`src/rtl/csk_pkg.sv`:
```
package csk_pkg;
  typedef struct packed {
    logic p;  // a ^ b
    logic g;  // a & b
  } pg_t;
endpackage

```
`src/rtl/csk_pg.sv`:
```
module csk_pg
  import csk_pkg::*;
#(
  parameter int WIDTH = 32
) (
  input  logic [WIDTH-1:0] a_i,
  input  logic [WIDTH-1:0] b_i,
  output pg_t  [WIDTH-1:0] pg_o
);
  for (genvar i = 0; i < WIDTH; i++) begin : g_bit
    assign pg_o[i].p = a_i[i] ^ b_i[i];
    assign pg_o[i].g = a_i[i] & b_i[i];
  end
endmodule

```
`src/rtl/csk_block.sv`:
```
module csk_block
  import csk_pkg::*;
#(
  parameter int BW = 4
) (
  input  pg_t  [BW-1:0] pg_i,
  input  logic          cin_i,
  output logic [BW-1:0] cbit_o,  // carry into each bit
  output logic          grp_p_o,
  output logic          cout_o
);
  logic [BW:0] rc;
  logic [BW-1:0] p_vec;

  assign rc[0] = cin_i;
  for (genvar i = 0; i < BW; i++) begin : g_rip
    assign rc[i+1]  = pg_i[i].g | (pg_i[i].p & rc[i]);
    assign p_vec[i] = pg_i[i].p;
  end

  assign cbit_o  = rc[BW-1:0];
  assign grp_p_o = &p_vec;
  // skip mux: bypass the chain when the whole group propagates
  assign cout_o  = grp_p_o ? cin_i : rc[BW];
endmodule

```
`src/rtl/csk_adder.sv`:
```
module csk_adder
  import csk_pkg::*;
#(
  parameter int WIDTH          = 32,
  parameter int NUM_BLK        = 7,
  parameter int BLK_W [NUM_BLK] = '{2, 4, 6, 8, 6, 4, 2}
) (
  input  logic [WIDTH-1:0] a_i,
  input  logic [WIDTH-1:0] b_i,
  input  logic             carry_i,
  output logic [WIDTH-1:0] sum_o,
  output logic             carry_o,
  output logic             ovf_o
);
  function automatic int blk_lo(int k);
    int s = 0;
    for (int j = 0; j < k; j++) s += BLK_W[j];
    return s;
  endfunction

  localparam int TOTAL_W = blk_lo(NUM_BLK);

  if (TOTAL_W != WIDTH) begin : g_bad_part
    $error("csk_adder: group widths do not sum to WIDTH");
  end

  pg_t  [WIDTH-1:0]   pg;
  logic [WIDTH-1:0]   cbit;
  logic [NUM_BLK-1:0] blk_ci;
  logic [NUM_BLK-1:0] blk_co;
  logic [NUM_BLK-1:0] blk_prop;

  csk_pg #(.WIDTH(WIDTH)) u_pg (
    .a_i (a_i),
    .b_i (b_i),
    .pg_o(pg)
  );

  for (genvar k = 0; k < NUM_BLK; k++) begin : g_blk
    localparam int LO = blk_lo(k);
    localparam int BW = BLK_W[k];

    if (k == 0) begin : g_first
      assign blk_ci[k] = carry_i;
    end else begin : g_next
      assign blk_ci[k] = blk_co[k-1];
    end

    csk_block #(.BW(BW)) u_blk (
      .pg_i   (pg[LO+BW-1:LO]),
      .cin_i  (blk_ci[k]),
      .cbit_o (cbit[LO+BW-1:LO]),
      .grp_p_o(blk_prop[k]),
      .cout_o (blk_co[k])
    );
  end

  for (genvar i = 0; i < WIDTH; i++) begin : g_sum
    assign sum_o[i] = pg[i].p ^ cbit[i];
  end

  assign carry_o = blk_co[NUM_BLK-1];
  assign ovf_o   = cbit[WIDTH-1] ^ blk_co[NUM_BLK-1];
endmodule

```
`config.mk`:
```
export PLATFORM = sky130hd
export DESIGN_NAME = csk_adder
export DESIGN_NICKNAME = d
export VERILOG_FILES = /design/src/rtl/csk_pkg.sv /design/src/rtl/csk_pg.sv /design/src/rtl/csk_block.sv /design/src/rtl/csk_adder.sv
export SDC_FILE = /design/constraint.sdc
export NUM_CORES = 1
export LEC_CHECK = 0
export ABC_AREA = 1
export BUFFER_PORTS_ARGS = -buffer_cell sky130_fd_sc_hd__buf_4
export CAP_MARGIN = 20
export CORE_ASPECT_RATIO = 0.5
export CORE_MARGIN = 2
export CORE_UTILIZATION = 29
export DETAILED_ROUTE_END_ITERATION = 6
export SKIP_LAST_GASP = 1
export SYNTH_ARGS = -nofsm -noshare
export SYNTH_HDL_FRONTEND = slang
export SYNTH_HIERARCHICAL = 1
export SYNTH_SLANG_ARGS = --single-unit
```
`constraint.sdc`:
```
create_clock -name vclk -period 22.8
set_input_delay 5.7 -clock vclk [all_inputs]
set_output_delay 5.7 -clock vclk [all_outputs]
set_load 0.05 [all_outputs]
```
==> results of run 1 <==
cells in the final DEF (no fill, tap or decap):
master and instances:
ha_1 32, nor4_1 1, buf_4 99, inv_1 91, nor2_1 14, and3_1 2
nor3_1 2, nand2_2 50, a21oi_1 2, nand4_1 1, inv_2 4, nand2_1 117
a21oi_2 7
final cells by class:
class / count / area, µm²
Fill cell: 639 / 3110
Inverter: 95 / 357
Timing Repair Buffer: 99 / 743
Multi-Input combinational cell: 228 / 1310
Tap cell: 73 / 91.3
how the worst min path moves through the flow:
stage / cells after the start / slack (ns) / to / from
6_report: 4 / 11.78 / sum_o[0] / carry_i
5_1_grt: 4 / 11.82 / sum_o[0] / carry_i
4_1_cts: 4 / 11.79 / sum_o[0] / carry_i
3_5_place_dp: 4 / 11.79 / sum_o[0] / carry_i
3_3_place_gp: 4 / 11.79 / sum_o[0] / carry_i
2_1_floorplan: 4 / 11.83 / sum_o[0] / carry_i
where the power goes:
part	internal, mW	switching (mW)	leakage [nW]	total [mW]
sequential	0	0	0	0
clock	0	0	0	0
combinational	0.0367	0.0700	1.68	0.107
per-layer routing:
layer / share of wire [%] / global-route usage [%]
met1: 45 / 13.3
met2: 49 / 21.0
met3: 6.5 / 1.13
met4: 0 / 0
met5: 0 / 0
==> impl_metrics.env, run 1 <==
export IMPL_dieArea_mm2=0.00660
export IMPL_clock_buffers=0
export IMPL_first_iter_violations=33
export IMPL_tns_ns=0
export IMPL_grt_pass1_wl_um=6180
export IMPL_layout_min_cycle_time_ns=17.26
export IMPL_rsz0062_at_grt="no"
export IMPL_worstPathMaxFanout=5
export IMPL_syn_instance_count=330
export IMPL_postCtsSetupRepairBufs=0
export IMPL_whs_ns=11.78
export IMPL_dp_hpwl_um=3410
export IMPL_portBuffers=99
export IMPL_detail_route_antenna_nets=0
export IMPL_violations="DRC"
export IMPL_area_growth_pct=45.5
export IMPL_viasPerCell=3.92
export IMPL_critPathMaxStageDelay_ns=0.33
export IMPL_dpl_worst_slack_ns=5.44
export IMPL_postCtsHoldBufs=0
export IMPL_syn_nets=427
export IMPL_syn_area_mm2=0.00172
export IMPL_seq_cells=0
export IMPL_gp_congestion=0.748
export IMPL_path_buf_inv=3
export IMPL_grtUsageTotal_pct=10.6
export IMPL_finalCritPeriodShare_pct=75.7
export IMPL_die_w_um=113
export IMPL_dr_pass1_iters=6
export IMPL_power_uw=107
export IMPL_cp_depth=70
export IMPL_dp_cells=495
export IMPL_start_util_pct=30.7
export IMPL_core_area_mm2=0.00561
export IMPL_final_core_util_pct=44.6
export IMPL_row_count=19
export IMPL_critPathCapture="ovf_o"
export IMPL_fmax_mhz=57.9
export IMPL_fin_nets=521
export IMPL_power_per_cell_area_mw_per_mm2=42.6
export IMPL_cts_resized=0
export IMPL_avgRoutedWirePerCell_um=7.34
export IMPL_critPathRequiredTime_ns=17.10
export IMPL_register_area_um2=0
export IMPL_path_delay_family="simple AND/OR/NAND/NOR gates"
export IMPL_grt_pass1_vias=1606
export IMPL_hold_class="input port to output pin"
export IMPL_path_class="input port to output pin"
export IMPL_worstPathArrival_ns=11.56
export IMPL_final_cells=495
export IMPL_maxSlewHeadroom_pct=75.9
export IMPL_dpl_cell_area_mm2=0.00250
export IMPL_vias=1940
export IMPL_cpMaxStageDelayCell="ha_1"
export IMPL_crit_start="a_i[0]"
export IMPL_finalSetupViolCount=0
export IMPL_worstMarginPinSlew_ns=0.358
export IMPL_yosys_warnings=6
export IMPL_maxCapViolCount=0
export IMPL_antennaDiodeCount=0
export IMPL_outcome="complete, but fails checks"
export IMPL_critPathLaunchType="input port"
export IMPL_antenna_found_initial=0
export IMPL_io_pins=99
export IMPL_hold_viol=0
export IMPL_endpoint_kind="output pin"
export IMPL_die_h_um=58.5
export IMPL_peakVddDrop_uv=26.8
export IMPL_grt_max_degree=6
export IMPL_routed_wl_um=3640
export IMPL_power_leakage_nw=1.68
export IMPL_postSynthAreaPerCell_um2=5.21
export IMPL_slew_viol_final=0
export IMPL_drc=5
export IMPL_crit_top_cell="nand2_2"
export IMPL_setup_ws_ns=5.54
export IMPL_drive_gt1_share_pct=37.9
export IMPL_grt_overflow=0
export IMPL_final_area_mm2=0.00250
(Power assumes the default switching activity.)
==> inputs of run 2 (changes only) <==
ABC_AREA = 0   (was 1)
clock period = 17.3 ns   (was 22.8 ns; I/O delays follow)
==> impl_metrics.env, run 2 <==
export IMPL_vias=1479
export IMPL_cpMaxStageDelayCell="a21oi_1"
export IMPL_critPathRequiredTime_ns=12.98
export IMPL_drc=0
export IMPL_dr_pass1_iters=4
export IMPL_path_delay_family="compound AO/OA/AOI/OAI gates"
export IMPL_mostFrequentLayoutCells="99 x buf_4, 33 x xor2_1, 32 x ha_1, 12 x a21o_1, 9 x nor2_1"
export IMPL_tns_ns=0
export IMPL_clock_buffers=0
export IMPL_worstPathArrival_ns=9.34
export IMPL_power_leakage_nw=1.15
export IMPL_cts_resized=0
export IMPL_cp_depth=26
export IMPL_io_pins=99
export IMPL_layout_min_cycle_time_ns=13.66
export IMPL_grt_max_degree=5
export IMPL_slew_viol_final=0
export IMPL_fin_nets=350
export IMPL_fmax_mhz=73.2
export IMPL_final_cells=308
export IMPL_dp_cells=308
export IMPL_syn_instance_count=159
export IMPL_path_class="input port to output pin"
export IMPL_finalSetupViolCount=0
export IMPL_critPathMaxStageDelay_ns=0.35
export IMPL_area_growth_pct=57.4
export IMPL_die_w_um=99.7
export IMPL_rsz0062_at_grt="no"
export IMPL_syn_nets=256
export IMPL_worstMarginPinSlew_ns=0.417
export IMPL_critPathLaunchType="input port"
export IMPL_grt_pass1_wl_um=5530
export IMPL_final_area_mm2=0.00209
export IMPL_start_util_pct=30.2
export IMPL_postCtsSetupRepairBufs=0
export IMPL_avgRoutedWirePerCell_um=11.1
export IMPL_holdPathStages=3
export IMPL_postCtsHoldBufs=0
export IMPL_hold_viol=0
export IMPL_viasPerCell=4.80
export IMPL_worstPathMaxFanout=4
export IMPL_grt_pass1_vias=1407
export IMPL_antennaDiodeCount=0
export IMPL_final_common_cell="buf_4"
export IMPL_register_area_um2=0
export IMPL_hold_class="input port to output pin"
export IMPL_endpoint_kind="output pin"
export IMPL_core_area_mm2=0.00440
export IMPL_outcome="finished clean"
export IMPL_postSynthAreaPerCell_um2=8.35
export IMPL_gp_congestion=0.839
export IMPL_row_count=17
export IMPL_drive_gt1_share_pct=46.6
export IMPL_first_iter_violations=19
export IMPL_yosys_warnings=6
export IMPL_path_buf_inv=3
export IMPL_dp_hpwl_um=3200
export IMPL_peakVddDrop_uv=43.4
export IMPL_seq_cells=0
export IMPL_grtUsageTotal_pct=12.4
export IMPL_maxCapViolCount=0
export IMPL_maxSlewHeadroom_pct=71.4
export IMPL_antenna_found_initial=0
export IMPL_grt_overflow=0
export IMPL_routed_wl_um=3430
export IMPL_syn_area_mm2=0.00133
export IMPL_crit_top_cell="a211oi_2"
export IMPL_finalCritPeriodShare_pct=79.0
export IMPL_power_per_cell_area_mw_per_mm2=74.2
export IMPL_die_h_um=51.8
export IMPL_dpl_cell_area_mm2=0.00209
export IMPL_power_uw=155
export IMPL_dieArea_mm2=0.00517
export IMPL_portBuffers=99
export IMPL_detail_route_antenna_nets=0
==> run 2: cell types whose count changed in the layout (fill, tap and decap cells not counted), moves of 6 or more <==
cell / delta
inv_1: -85
nand4_1: +6
nand2_2: -50
o21ai_0: +7
a21oi_2: -7
nand2_1: -114
xor2_1: +33
a21o_1: +12
==> run 2: cell type report <==
class                      instances  area (µm²)
fill                             454        2310
inverter                           6        22.5
multi-input combinational        146        1250
tap                               57        71.3
timing repair buffer              99         743
==> run 2: report_power, final <==
group | leakage [nW] | internal (mW) | switching [mW]
Sequential | 0 | 0 | 0
Clock | 0 | 0 | 0
Combinational | 1.15 | 0.0547 | 0.100
Total | 1.15 | 0.0547 | 0.100
==> run 2: final timing paths <==
check               start       end
hold / removal    carry_i  sum_o[0]
setup / recovery   a_i[0]     ovf_o
==> run 2: per-stage QoR <==
stage	worst slack [ns]	utilization (%)	hold WS, ns
CTS	3.61	47.5	8.99
finish	3.64	47.5	8.99
detailed placement	3.61	47.5	8.99
floorplan	3.61	-	9.01
global route	3.10	47.5	9.00
global placement	3.82	47.5	8.99
==> run 2: routing by layer <==
metal  routed length (µm)  global-route usage [%]  up-vias
met5                    0                       0        -
met3                  238                    1.88        4
met1                 1430                    15.5      652
met4                   46                    1.37        0
met2                 1710                    23.5       47
li1                     -                       -      776
==> inputs of run 3 (changes only) <==
ABC_AREA = 1   (was 0)
clock period = 12.7 ns   (was 17.3 ns; I/O delays follow)
==> impl_metrics.env, run 3 (same netlist as run 1, synthesis figures left out) <==
export IMPL_outcome="complete, but fails checks"
export IMPL_violations="DRC"
export IMPL_die_w_um=113
export IMPL_grt_overflow=0
export IMPL_hold_class="input port to output pin"
export IMPL_dp_hpwl_um=3460
export IMPL_worstPathMaxFanout=5
export IMPL_dp_cells=495
export IMPL_portBuffers=99
export IMPL_critPathLaunchType="input port"
export IMPL_maxCapViolCount=0
export IMPL_use_met2_pct=22.3
export IMPL_detail_route_antenna_nets=0
export IMPL_finalSetupViolCount=0
export IMPL_crit_top_cell="nand2_2"
export IMPL_final_common_cell="nand2_1"
export IMPL_antennaDiodeCount=0
export IMPL_peakVddDrop_uv=48.7
export IMPL_first_iter_violations=46
export IMPL_drive_gt1_share_pct=39.2
export IMPL_finalCritPeriodShare_pct=94.6
export IMPL_critPathRequiredTime_ns=9.52
export IMPL_whs_ns=6.73
export IMPL_hold_viol=0
export IMPL_met3_usage_pct=1.34
export IMPL_row_count=19
export IMPL_slew_viol_final=0
export IMPL_grt_pass1_vias=1689
export IMPL_postCtsHoldBufs=0
export IMPL_start_util_pct=30.7
export IMPL_seq_cells=0
export IMPL_use_met1_pct=13.1
export IMPL_dieArea_mm2=0.00660
export IMPL_final_cells=502
export IMPL_power_leakage_nw=1.72
export IMPL_mostFrequentLayoutCells="117 x nand2_1, 106 x buf_4, 91 x inv_1, 50 x nand2_2, 31 x ha_1"
export IMPL_layout_min_cycle_time_ns=12.02
export IMPL_endpoint_kind="output pin"
export IMPL_core_area_mm2=0.00561
export IMPL_power_per_cell_area_mw_per_mm2=76.6
export IMPL_dr_pass1_iters=6
export IMPL_register_area_um2=0
export IMPL_grtUsageTotal_pct=10.9
export IMPL_grt_pass1_wl_um=6380
export IMPL_gp_congestion=0.774
export IMPL_clock_buffers=0
export IMPL_path_delay_family="simple AND/OR/NAND/NOR gates"
export IMPL_cpMaxStageDelayCell="ha_4"
export IMPL_vias=1969
export IMPL_critPathMaxStageDelay_ns=0.27
export IMPL_worstPathArrival_ns=8.84
export IMPL_path_class="input port to output pin"
export IMPL_dpl_worst_slack_ns=0.340
export IMPL_fin_nets=528
export IMPL_die_h_um=58.5
export IMPL_drc=5
export IMPL_maxSlewHeadroom_pct=73.9
export IMPL_busiest_layer="met2"
export IMPL_avgRoutedWirePerCell_um=7.68
export IMPL_path_buf_inv=3
export IMPL_worstMarginPinSlew_ns=0.388
export IMPL_viasPerCell=3.92
export IMPL_setup_ws_ns=0.685
export IMPL_grt_max_degree=6
export IMPL_power_uw=201
export IMPL_routed_wl_um=3860
export IMPL_io_pins=99
export IMPL_fmax_mhz=83.2
export IMPL_area_growth_pct=52.3
export IMPL_antenna_found_initial=0
-- run 3: changes by cell type in the layout (fill, tap and decap cells not counted), moves of 7 or more --
cell,change
inv_1,+85
a21o_1,-12
nand2_1,+114
a21oi_4,+7
nand2_2,+50
buf_4,+7
xor2_1,-33
o21ai_0,-7
-- run 3: cell type report --
| cell class | instances | area (µm²) |
|---|---|---|
| multi-input combinational | 228 | 1380 |
| tap | 73 | 91.3 |
| fill | 621 | 2990 |
| timing repair buffer | 106 | 796 |
| inverter | 95 | 357 |
-- run 3: report_power, final --
group / switching (mW) / total (mW) / leakage, nW / internal [mW]
Sequential: 0 / 0 / 0 / 0
Combinational: 0.129 / 0.201 / 1.72 / 0.0718
Clock: 0 / 0 / 0 / 0
Total: 0.129 / 0.201 / 1.72 / 0.0718
-- run 3: final timing paths --
check,start,to,cells after the start
worst max-delay path,b_i[0],ovf_o,70
worst min-delay path,carry_i,sum_o[0],4
-- run 3: through the flow --
step	setup TNS, ns	utilization [%]	area (µm²)
2_1_floorplan	0	-	1720
6_report	0	46.7	2620
3_5_place_dp	0	44.6	2500
4_1_cts	0	44.6	2500
5_1_grt	-0.0107	46.7	2620
3_3_place_gp	0	44.6	2500
-- run 3: metal layers --
metal	vias up	share of wire, %
li1	1138	-
met4	0	0.60
met3	2	6.7
met5	-	0
met1	792	43
met2	37	49
-- run 3: repair_timing --
item / in CTS / in global routing
endpoints found under the setup margin: 0 / 3
setup buffers: 0 / 7
resized for setup: 0 / 8
